[src/rtl/od_line_repeater_pkg.sv]
// Package: shared types for the open-drain line repeater.
// Assumes: nothing; it holds only type declarations.
package od_line_repeater_pkg;

    // Transfer phase of one channel
    typedef enum logic [1:0] {
        RPT_IDLE    = 2'd0,
        RPT_DELAY   = 2'd1,
        RPT_DRIVE   = 2'd2,
        RPT_RELEASE = 2'd3
    } rpt_state_e;

    // Which side owns the current transfer
    typedef enum logic {
        SIDE_HOST = 1'b0,
        SIDE_CARD = 1'b1
    } rpt_side_e;

endpackage

[src/rtl/od_sync.sv]
// Module: two-stage level synchronizer for asynchronous line inputs.
// Assumes: inputs are slow compared with clk. RESET_VAL sets the level
// the stages hold during reset, which is high for pulled-up lines.
module od_sync #(
    parameter int   WIDTH     = 2,
    parameter logic RESET_VAL = 1'b1
) (
    input  logic             clk,
    input  logic             rst_n,
    input  logic [WIDTH-1:0] d_i,
    output logic [WIDTH-1:0] q_o
);

    logic [WIDTH-1:0] stage1_q;
    logic [WIDTH-1:0] stage2_q;

    // Shift the raw levels through two flops
    always_ff @(posedge clk) begin
        if (!rst_n) begin
            stage1_q <= {WIDTH{RESET_VAL}};
            stage2_q <= {WIDTH{RESET_VAL}};
        end else begin
            stage1_q <= d_i;
            stage2_q <= stage1_q;
        end
    end

    assign q_o = stage2_q;

endmodule

[src/rtl/od_delay_timer.sv]
// Module: down-counter that times both the pull-down delay and the
// active pull-up pulse.
// Assumes: DELAY_CYCLES >= 1. A load gives exactly DELAY_CYCLES cycles
// until the owner sees zero_o and moves on (the load cycle counts as one).
module od_delay_timer #(
    parameter int DELAY_CYCLES = 25
) (
    input  logic clk,
    input  logic rst_n,
    input  logic load_i,
    input  logic dec_i,
    output logic zero_o
);

    localparam int CNT_W = (DELAY_CYCLES > 1) ? $clog2(DELAY_CYCLES) : 1;
    localparam logic [CNT_W-1:0] LOAD_VAL = CNT_W'(DELAY_CYCLES - 1);

    logic [CNT_W-1:0] cnt_q;

    // Load the period, or count down to zero and hold there
    always_ff @(posedge clk) begin
        if (!rst_n) begin
            cnt_q <= '0;
        end else if (load_i) begin
            cnt_q <= LOAD_VAL;
        end else if (dec_i && (cnt_q != '0)) begin
            cnt_q <= cnt_q - 1'b1;
        end
    end

    assign zero_o = (cnt_q == '0);

endmodule

[src/rtl/od_channel.sv]
// Module: arbitration and drive sequencing for one repeater channel.
// The side that falls first (host wins a tie) becomes master. After
// DELAY_CYCLES the opposite side is pulled low. When the master rises,
// the slave gets an active pull-up pulse of DELAY_CYCLES, then idle.
// Assumes: host_s_i and card_s_i are already synchronized to clk.
module od_channel
    import od_line_repeater_pkg::*;
#(
    parameter int DELAY_CYCLES = 25
) (
    input  logic clk,
    input  logic rst_n,
    input  logic host_s_i,
    input  logic card_s_i,
    output logic host_pd_o,
    output logic host_pu_o,
    output logic card_pd_o,
    output logic card_pu_o
);

    localparam int RUN_W = $clog2(DELAY_CYCLES + 2) + 1;

    rpt_state_e state_q, state_d;
    rpt_side_e  master_q, master_d;
    logic       host_prev_q, card_prev_q;
    logic       host_fall, card_fall;
    logic       master_lvl;
    logic       tmr_load, tmr_dec, tmr_zero;

    // Remember the last synchronized level for edge detection
    always_ff @(posedge clk) begin
        if (!rst_n) begin
            host_prev_q <= 1'b1;
            card_prev_q <= 1'b1;
        end else begin
            host_prev_q <= host_s_i;
            card_prev_q <= card_s_i;
        end
    end

    assign host_fall  = host_prev_q & ~host_s_i;
    assign card_fall  = card_prev_q & ~card_s_i;
    assign master_lvl = (master_q == SIDE_CARD) ? card_s_i : host_s_i;

    // Next phase, master choice and timer control
    always_comb begin
        state_d  = state_q;
        master_d = master_q;
        tmr_load = 1'b0;
        tmr_dec  = 1'b0;
        unique case (state_q)
            RPT_IDLE: begin
                // Edges count only here, which locks out the slave side
                if (host_fall) begin
                    state_d  = RPT_DELAY;
                    master_d = SIDE_HOST;
                    tmr_load = 1'b1;
                end else if (card_fall) begin
                    state_d  = RPT_DELAY;
                    master_d = SIDE_CARD;
                    tmr_load = 1'b1;
                end
            end
            RPT_DELAY: begin
                if (master_lvl) begin
                    state_d  = RPT_RELEASE;
                    tmr_load = 1'b1;
                end else if (tmr_zero) begin
                    state_d = RPT_DRIVE;
                end else begin
                    tmr_dec = 1'b1;
                end
            end
            RPT_DRIVE: begin
                if (master_lvl) begin
                    state_d  = RPT_RELEASE;
                    tmr_load = 1'b1;
                end
            end
            RPT_RELEASE: begin
                if (tmr_zero) begin
                    state_d = RPT_IDLE;
                end else begin
                    tmr_dec = 1'b1;
                end
            end
            default: state_d = RPT_IDLE;
        endcase
    end

    // Phase and master registers
    always_ff @(posedge clk) begin
        if (!rst_n) begin
            state_q  <= RPT_IDLE;
            master_q <= SIDE_HOST;
        end else begin
            state_q  <= state_d;
            master_q <= master_d;
        end
    end

    // Drive enables registered from the next phase, so the pads see no glitches
    always_ff @(posedge clk) begin
        if (!rst_n) begin
            host_pd_o <= 1'b0;
            host_pu_o <= 1'b0;
            card_pd_o <= 1'b0;
            card_pu_o <= 1'b0;
        end else begin
            host_pd_o <= (state_d == RPT_DRIVE)   && (master_d == SIDE_CARD);
            host_pu_o <= (state_d == RPT_RELEASE) && (master_d == SIDE_CARD);
            card_pd_o <= (state_d == RPT_DRIVE)   && (master_d == SIDE_HOST);
            card_pu_o <= (state_d == RPT_RELEASE) && (master_d == SIDE_HOST);
        end
    end

    od_delay_timer #(
        .DELAY_CYCLES(DELAY_CYCLES)
    ) timer_i (
        .clk    (clk),
        .rst_n  (rst_n),
        .load_i (tmr_load),
        .dec_i  (tmr_dec),
        .zero_o (tmr_zero)
    );

    // ---------------- checking logic ----------------
    logic             pu_any, pd_any;
    logic [RUN_W-1:0] pu_run_q;

    assign pu_any = host_pu_o | card_pu_o;
    assign pd_any = host_pd_o | card_pd_o;

    // Count how long the active pull-up has been on (saturating)
    always_ff @(posedge clk) begin
        if (!rst_n) begin
            pu_run_q <= '0;
        end else if (!pu_any) begin
            pu_run_q <= '0;
        end else if (pu_run_q != '1) begin
            pu_run_q <= pu_run_q + 1'b1;
        end
    end

    // an idle channel drives nothing
    a_r1_idle_quiet: assert property (@(posedge clk) disable iff (!rst_n)
        (state_q == RPT_IDLE) |-> !(pd_any || pu_any));

    // no side has both drivers on at once
    a_r8_side_excl: assert property (@(posedge clk) disable iff (!rst_n)
        !(host_pd_o && host_pu_o) && !(card_pd_o && card_pu_o));

    // at most one side is driven at any time
    a_r8_one_side: assert property (@(posedge clk) disable iff (!rst_n)
        !((host_pd_o || host_pu_o) && (card_pd_o || card_pu_o)));

    // the master cannot change during a transfer
    a_r5_master_locked: assert property (@(posedge clk) disable iff (!rst_n)
        (state_q != RPT_IDLE) |=> $stable(master_q));

    // the slave pull-down starts only once the delay has run out
    a_r2_pd_after_delay: assert property (@(posedge clk) disable iff (!rst_n)
        $rose(pd_any) |-> $past(tmr_zero));

    // nothing is pulled low while the delay is still counting
    a_r7_no_pd_in_delay: assert property (@(posedge clk) disable iff (!rst_n)
        (state_q == RPT_DELAY) |-> !pd_any);

    // the pull-up pulse starts only after the master line reads high
    a_r6_pu_on_release: assert property (@(posedge clk) disable iff (!rst_n)
        $rose(pu_any) |-> $past(master_lvl));

    // the pull-up pulse lasts exactly DELAY_CYCLES cycles
    a_r6_pu_length: assert property (@(posedge clk) disable iff (!rst_n)
        $fell(pu_any) |-> (pu_run_q == RUN_W'(DELAY_CYCLES)));

endmodule

[src/rtl/od_line_repeater.sv]
// Module: top of the multi-channel open-drain repeater arbiter.
// It synchronizes every line input, then gives each channel its own
// arbitration FSM.
// Assumes: line inputs are asynchronous and idle high, and the pads
// combine the enables with external pull-up resistors.
module od_line_repeater #(
    parameter int NUM_CH       = 3,
    parameter int DELAY_CYCLES = 25
) (
    input  logic              clk,
    input  logic              rst_n,
    input  logic [NUM_CH-1:0] host_line_i,
    input  logic [NUM_CH-1:0] card_line_i,
    output logic [NUM_CH-1:0] host_pd_o,
    output logic [NUM_CH-1:0] host_pu_o,
    output logic [NUM_CH-1:0] card_pd_o,
    output logic [NUM_CH-1:0] card_pu_o
);

    localparam int SYNC_W = 2 * NUM_CH;

    logic [SYNC_W-1:0] raw_lines;
    logic [SYNC_W-1:0] sync_lines;

    assign raw_lines = {card_line_i, host_line_i};

    od_sync #(
        .WIDTH     (SYNC_W),
        .RESET_VAL (1'b1)
    ) sync_i (
        .clk   (clk),
        .rst_n (rst_n),
        .d_i   (raw_lines),
        .q_o   (sync_lines)
    );

    for (genvar ch = 0; ch < NUM_CH; ch++) begin : g_ch
        od_channel #(
            .DELAY_CYCLES(DELAY_CYCLES)
        ) chan_i (
            .clk       (clk),
            .rst_n     (rst_n),
            .host_s_i  (sync_lines[ch]),
            .card_s_i  (sync_lines[NUM_CH + ch]),
            .host_pd_o (host_pd_o[ch]),
            .host_pu_o (host_pu_o[ch]),
            .card_pd_o (card_pd_o[ch]),
            .card_pu_o (card_pu_o[ch])
        );
    end

endmodule

[config.mk]
export PLATFORM = sky130hd
export DESIGN_NAME = od_line_repeater
export DESIGN_NICKNAME = d
export VERILOG_FILES = /design/src/rtl/od_line_repeater_pkg.sv /design/src/rtl/od_sync.sv /design/src/rtl/od_delay_timer.sv /design/src/rtl/od_channel.sv /design/src/rtl/od_line_repeater.sv
export SDC_FILE = /design/constraint.sdc
export NUM_CORES = 1
export LEC_CHECK = 0
export BUFFER_PORTS_ARGS = -buffer_cell sky130_fd_sc_hd__buf_4
export CAP_MARGIN = 20
export CORE_MARGIN = 3
export CORE_UTILIZATION = 56
export CTS_BUF_LIST = sky130_fd_sc_hd__clkbuf_8
export DETAILED_ROUTE_END_ITERATION = 8
export GPL_TIMING_DRIVEN = 0
export PLACE_DENSITY = 0.78
export SETUP_SLACK_MARGIN = 0.05
export SLEW_MARGIN = 20
export SYNTH_ARGS = -nofsm -noshare
export SYNTH_HDL_FRONTEND = slang
export SYNTH_SLANG_ARGS = --single-unit
export TNS_END_PERCENT = 30
[constraint.sdc]
create_clock -name clk -period 1.8 [get_ports clk]
set_clock_uncertainty 0.1 [all_clocks]
set_input_delay 0.36 -clock clk [delete_from_list [all_inputs] [get_ports clk]]
set_output_delay 0.36 -clock clk [all_outputs]
set_load 0.02 [all_outputs]
# Word-level counts from Yosys, hierarchy flattened

Index checks and enable logic that the tools add are counted.

Bits in registers: 54
Bits of input ports: 8
Output and inout bits: 12
Word-level logic and storage cells: 159

Add/sub/neg operators: 3
Equality and inequality tests: 15
Mux-type cells: 60
Bitwise gates (word level): 16
Reduce and logical (&&, ||, !) cells: 33

Operator list:

| cell                                                               | count |
|---|---|
| 2-bit two-way mux                                                  | 18 |
| 5-bit two-way mux                                                  | 6 |
| 1-bit two-way mux                                                  | 27 |
| 2-bit == test, second input constant                               | 12 |
| 2-bit case mux with 4 select lines                                 | 3 |
| 1-bit logical AND                                                  | 15 |
| 5-bit logical NOT                                                  | 3 |
| 5-bit nonzero test                                                 | 3 |
| 5-bit by 1-bit subtractor with 5-bit output, second input constant | 3 |
| 1-bit case mux with 2 select lines                                 | 6 |
| 2-bit OR reduction                                                 | 6 |
| 1-bit inverter                                                     | 10 |
| 1-bit AND                                                          | 6 |
| 2-bit by 1-bit == test with 1-bit output, second input constant    | 3 |
| 2-bit logical NOT                                                  | 3 |
| 2-bit nonzero test                                                 | 3 |

# Logic depth before layout (Yosys ltp)

Depth in word-level cells: 7
Depth in mapped cells: 7
Gate-level depth less buffers: 6

# By module

From an unflattened synthesis, not the netlist that was laid out.

Cells, all modules: 262
Area total of the unflattened synthesis: 2531.2 sq um

Modules (own cells, without submodules):

| module         | times used | cells an instance | area an instance (sq um) | sequential area each (sq um) |
|---|---|---|---|---|
| od_channel     | 3          | 51                | 488.0                    | 180.2 |
| od_delay_timer | 3          | 28                | 242.7                    | 100.1 |
| od_sync        | 1          | 25                | 339.1                    | 240.2 |

# Worst setup path before layout

No wires, ideal clock.

Path kind: register -> register
Start point: register g_ch[2].chan_i.state_q[1]
End point: register g_ch[2].chan_i.timer_i.cnt_q[3]
Setup time: 120 ps
Arrival: 1567 ps
Required time: 1580 ps
Path slack: 14 ps
Cell stages (with the launch flop): 8
Buffers on the path: 1
Period minus slack after synthesis: 1786 ps
Path through: dfxtp_1 inv_1 ha_1 inv_1 o21ba_1 buf_2 o41a_1 o31a_1

Word-level cells in the longest chain between the ends: 4
Elaborated cells between the ends (all ways): 10
Those cells by class: 3 x eq/ne; 3 x mux; 4 x reduce/logical

RTL lines:

| item                                                                                      | line                                   | text |
|---|---|---|
| start, declared                                                                           | od_channel.sv:23                       | `rpt_state_e state_q, state_d;` |
| start signal, assigned                                                                    | od_channel.sv:97                       | `state_q <= state_d;` |
| 2-bit by 1-bit == test with 1-bit output / 2-bit == test (equally long branches)          | od_channel.sv:51                       | `unique case (state_q)` |
| 2-bit OR reduction (no line) / 1-bit case mux with 2 select lines (equally long branches) | -                                      |  |
| 1-bit case mux with 2 select lines / 1-bit logical AND (equally long branches)            | od_channel.sv:51, od_delay_timer.sv:26 |  |
| 5-bit two-way mux / 2-bit nonzero test (equally long branches)                            | -                                      |  |
| end signal, assigned                                                                      | od_delay_timer.sv:27                   | `cnt_q <= cnt_q - 1'b1;` |
| end, declared                                                                             | od_delay_timer.sv:18                   | `logic [CNT_W-1:0] cnt_q;` |

Several ways; a longest one is shown, not always the timed one.
A chain may end at the register's enable or synchronous reset.

# Final worst setup path

Start point: register g_ch[0].chan_i.timer_i.cnt_q[0]
End point: register g_ch[0].chan_i.host_pu_o

Word-level cells in the longest chain between the ends: 6
Elaborated cells between the ends (all ways): 7
Those cells by class: 1 x eq/ne; 4 x mux; 2 x reduce/logical

RTL lines:

| item                                 | line                 | text |
|---|---|---|
| start, declared                      | od_delay_timer.sv:18 |  |
| start signal, assigned               | od_delay_timer.sv:27 |  |
| 5-bit logical NOT *                  | od_delay_timer.sv:31 | `assign zero_o = (cnt_q == '0);` |
| 2-bit two-way mux                    | od_channel.sv:68     | `end else if (tmr_zero) begin` |
| 2-bit two-way mux                    | od_channel.sv:65     | `if (master_lvl) begin` |
| 2-bit case mux with 4 select lines * | od_channel.sv:51     |  |
| 2-bit == test *                      | od_channel.sv:111    | `host_pu_o <= (state_d == RPT_RELEASE) && (master_d == SIDE_CARD);` |
| 1-bit logical AND *                  | od_channel.sv:111    |  |
| end signal, assigned                 | od_channel.sv:111    |  |
| end, declared                        | od_channel.sv:16     | `output logic host_pu_o,` |

Every way passes the cells marked *; elsewhere a longest branch is shown, timed or not.

==> impl_metrics.yaml <==
worst_setup_path:
  r2r_start: "g_ch[0].chan_i.timer_i.cnt_q[0]$_SDFFE_PP0P_"
  path_class: "flip-flop to flip-flop"
  critPathMaxFanout: 5
  cp_cell_sequence: "inv_2, ha_4, or4b_4, buf_6, mux2i_4, o211ai_1, nor3_1"
  cp_data_required_time_ns: 1.89
  max_stage_delay_ns: 0.45
  critical_path.endpoint_type: "flip-flop"
  reg2reg_depth: 7
  cpMaxStageDelayCell: "or4b_4"
  arrival_ns: 1.94
  cp-start-kind: "flip-flop"
  rrSetupSlack_ns: -0.05
  reg2reg_to: "g_ch[0].chan_i.host_pu_o$_SDFF_PN0_"
route:
  viasPerCell: 5.71
  num_vias: 2108
  routed_wl_um: 5450
  ant_nets: 0
  drc: 0
  initialDrtViolationCount: 94
  wl_per_cell_um: 14.8
  drt-pass1-iter-count: 4
logic_synthesis:
  postSynthCellCount: 280
  synth-edff-count: 0
  yosysSeqAreaShare_pct: 40.2
  ys.flop_type: "dfxtp_1"
  synth_warnings: 0
  yosysUniqueCellTypes: 59
  synthTopCellsByArea: "dfxtp_1, ha_1, nand2b_1"
  yosysTopAreaCellShare_pct: 40.2
  syn_avg_cell_area_um2: 9.59
  ys_seq_elements: 54
  syn_area_um2: 2690
  synth_top_area_cell: "dfxtp_1"
  ys_async_sr_fraction_pct: 0
  syn_nets: 306
final_layout:
  fin_nets: 342
  final_cell_mix: "buf_4, dfxtp_1, nand2b_1, nor3_1, nand2_1"
  area.growth.synth_to_final_pct: 24.7
  diodes: 0
  layout.cells.non_filler: 369
  drive_gt1_share_pct: 34.1
sta:
  finalSetupViolations: 5
  timing.hold.ws_ns: 0.132
  maxSlewViolCount: 0
  fin_ws_ns: -0.0511
  hold_viol: 0
  max_freq_mhz: 540
  grt_setup_unrepaired: "yes"
  relSlewSlack_pct: 61.2
  fin_crit_ns: 1.85
  worstMarginPinSlew_ns: 0.583
  min_period_over_period_pct: 103
place:
  gp_congestion: 0.850
  port_buffers: 19
  placed_cells: 351
  place_hpwl_um: 3430
clocking:
  cts_buffers: 5
  clk_path_buf_depth: 2
  cts.reportedPaths.clkPinSlew_ns: 0.10
  clock-sinks: 54
  cts_hold_buf: 0
  cts_tree: "done"
  h-tree-depth: 2
  clock_latency_ns: 0.30
  cts-root-buf: "clkbuf_8"
global_routing:
  grt_pass1_wl_um: 8560
  grt_max_degree: 18
  grt.overflow.total: 0
  antenna_found_initial: 0
  grt_use_total_pct: 19.6
  grt_pass1_vias: 1899
die:
  io_pins: 20
  die_w_um: 75.3
  dieHeight_um: 75.3
  core-area_um2: 4500
  rows: 24
  dieArea_um2: 5660
  initial_core_util_pct: 59.6
flow_run:
  cap_violations: 0
pwr:
  pwr_density_cell_nw_per_um2: 1490
  leakage_nw: 1.38
  ir_drop_v: 0.000921
worst_hold_path:
  min_to: "sync_i.stage1_q[3]$_SDFF_PN1_"
  min_from: "card_line_i[0]"
  min_path_type: "input port to flip-flop"
  min_path_cells: 2
outcome:
  failed_checks: "setup timing"
  status: "finished with violations"
==> cells in the mapped netlist, types with 2 or more instances <==
library cell   n
nor4b_1        3
o21a_1         6
nand3_1        2
nor4bb_1       2
nor3b_1        3
and3_1         2
nor2b_1        6
or3_1          4
inv_1         18
o21ai_0        7
nor3_1        17
a211oi_1       3
a21oi_1       15
o211ai_1       6
nor2_1         9
or2_2          2
o211a_1        2
o2bb2ai_1      2
clkbuf_1       4
dfxtp_1       54
a21o_1         3
buf_4         12
o21ai_1        2
nand2_1       15
o31a_1         2
nand2b_1      20
and2_1         4
o31ai_1        4
o41a_1         2
xnor2_1        3
ha_1          18
==> through the flow <==
step | TNS (ns) | instance area (um^2) | util [%] | worst slack (ns) | total power [W]
after floorplan | 0 | 2700 | - | 0.0316 | 0.00312
after global placement | -1.20 | 2900 | 64.4 | -0.149 | 0.00347
after detailed placement | -1.55 | 2900 | 64.4 | -0.143 | 0.00351
after CTS | -0.168 | 3210 | 71.3 | -0.0689 | 0.00471
after global routing | -0.645 | 3350 | 74.4 | -0.150 | 0.00533
final | -0.152 | 3350 | 74.4 | -0.0511 | 0.00501
==> worst max path at each step <==
stage | from | end | slack, ns | depth (start not counted)
2_1_floorplan | g_ch[2].chan_i.state_q[1]$_SDFF_PN0_ | g_ch[2].chan_i.timer_i.cnt_q[3]$_SDFFE_PN0P_ | 0.03 | 7
3_3_place_gp | g_ch[1].chan_i.timer_i.cnt_q[0]$_SDFFE_PP0P_ | g_ch[1].chan_i.host_pu_o$_SDFF_PN0_ | -0.15 | 6
3_5_place_dp | g_ch[2].chan_i.timer_i.cnt_q[0]$_SDFFE_PP0P_ | g_ch[2].chan_i.host_pd_o$_SDFF_PN0_ | -0.14 | 6
4_1_cts | g_ch[0].chan_i.timer_i.cnt_q[0]$_SDFFE_PP0P_ | g_ch[0].chan_i.host_pu_o$_SDFF_PN0_ | -0.07 | 7
5_1_grt | g_ch[0].chan_i.timer_i.cnt_q[0]$_SDFFE_PP0P_ | g_ch[0].chan_i.host_pu_o$_SDFF_PN0_ | -0.15 | 7
6_report | g_ch[0].chan_i.timer_i.cnt_q[0]$_SDFFE_PP0P_ | g_ch[0].chan_i.host_pu_o$_SDFF_PN0_ | -0.05 | 7
==> worst max-delay path, delay by kind of cell, from the launching register on <==
kind                     cells  cell delay [ns]
buffers and inverters        2             0.21
AND/OR/NAND/NOR              2             0.52
multiplexers                 1             0.19
flip-flops                   1             0.34
AO/OA/AOI/OAI                1             0.25
adder cells (fa/ha/maj)      1             0.13
==> logic make-up (layout without fill, tap and decap cells) <==
kind of cell / Yosys count / after routing / share of synthesized area (%)
xor+xnor: 4 / 4 / 1.30
compound gates: 67 / 67 / 18.9
buf+inv: 36 / 73 / 7.03
mux: 5 / 5 / 2.70
fa+ha+maj: 18 / 18 / 8.38
simple gates: 96 / 96 / 21.5
flops: 54 / 54 / 40.2
==> what timing repair did <==
item | CTS | global route
cloned | 0 | 0
pin swaps | 12 | 13
setup buffers | 6 | 4
resized for setup | 33 | 27
setup endpoints to repair | 23 | 27
==> power breakdown <==
part | internal [W] | leakage [nW] | switching (W)
registers | 0.00143 | 0.449 | 0.000207
logic | 0.00117 | 0.865 | 0.00125
clock network | 0.000557 | 0.0683 | 0.000395
==> area by class of cell <==
| cell class | count | area, um^2 |
|---|---|---|
| multi-input cells | 190 | 1630 |
| fillers | 305 | 1150 |
| flip-flops and latches | 54 | 1100 |
| repair buffers | 29 | 218 |
| plain buffers | 18 | 128 |
| clock buffers | 5 | 68.8 |
| clock inverters | 3 | 68.8 |
| inverters | 18 | 67.6 |
| well taps | 52 | 65.1 |
==> layer usage <==
layer | vias up | track usage (%) | part of all wire (%)
met1 | 997 | 27.3 | 47
met5 | - | 0 | 0
met3 | 6 | 4.41 | 4.0
met4 | 0 | 6.80 | 1.1
met2 | 49 | 30.1 | 48
li1 | 1056 | - | -
==> registers in the layout, summed over array words and instances (netlist names) <==
name,flops
g_ch.chan_i.card_pd_o,3
g_ch.chan_i.card_prev_q,3
g_ch.chan_i.card_pu_o,3
g_ch.chan_i.host_pd_o,3
g_ch.chan_i.host_prev_q,3
g_ch.chan_i.host_pu_o,3
g_ch.chan_i.master_q,3
g_ch.chan_i.state_q,6
g_ch.chan_i.timer_i.cnt_q,15
sync_i.q_o,6
sync_i.stage1_q,6
Note: power is estimated with default switching activity, not from simulation.
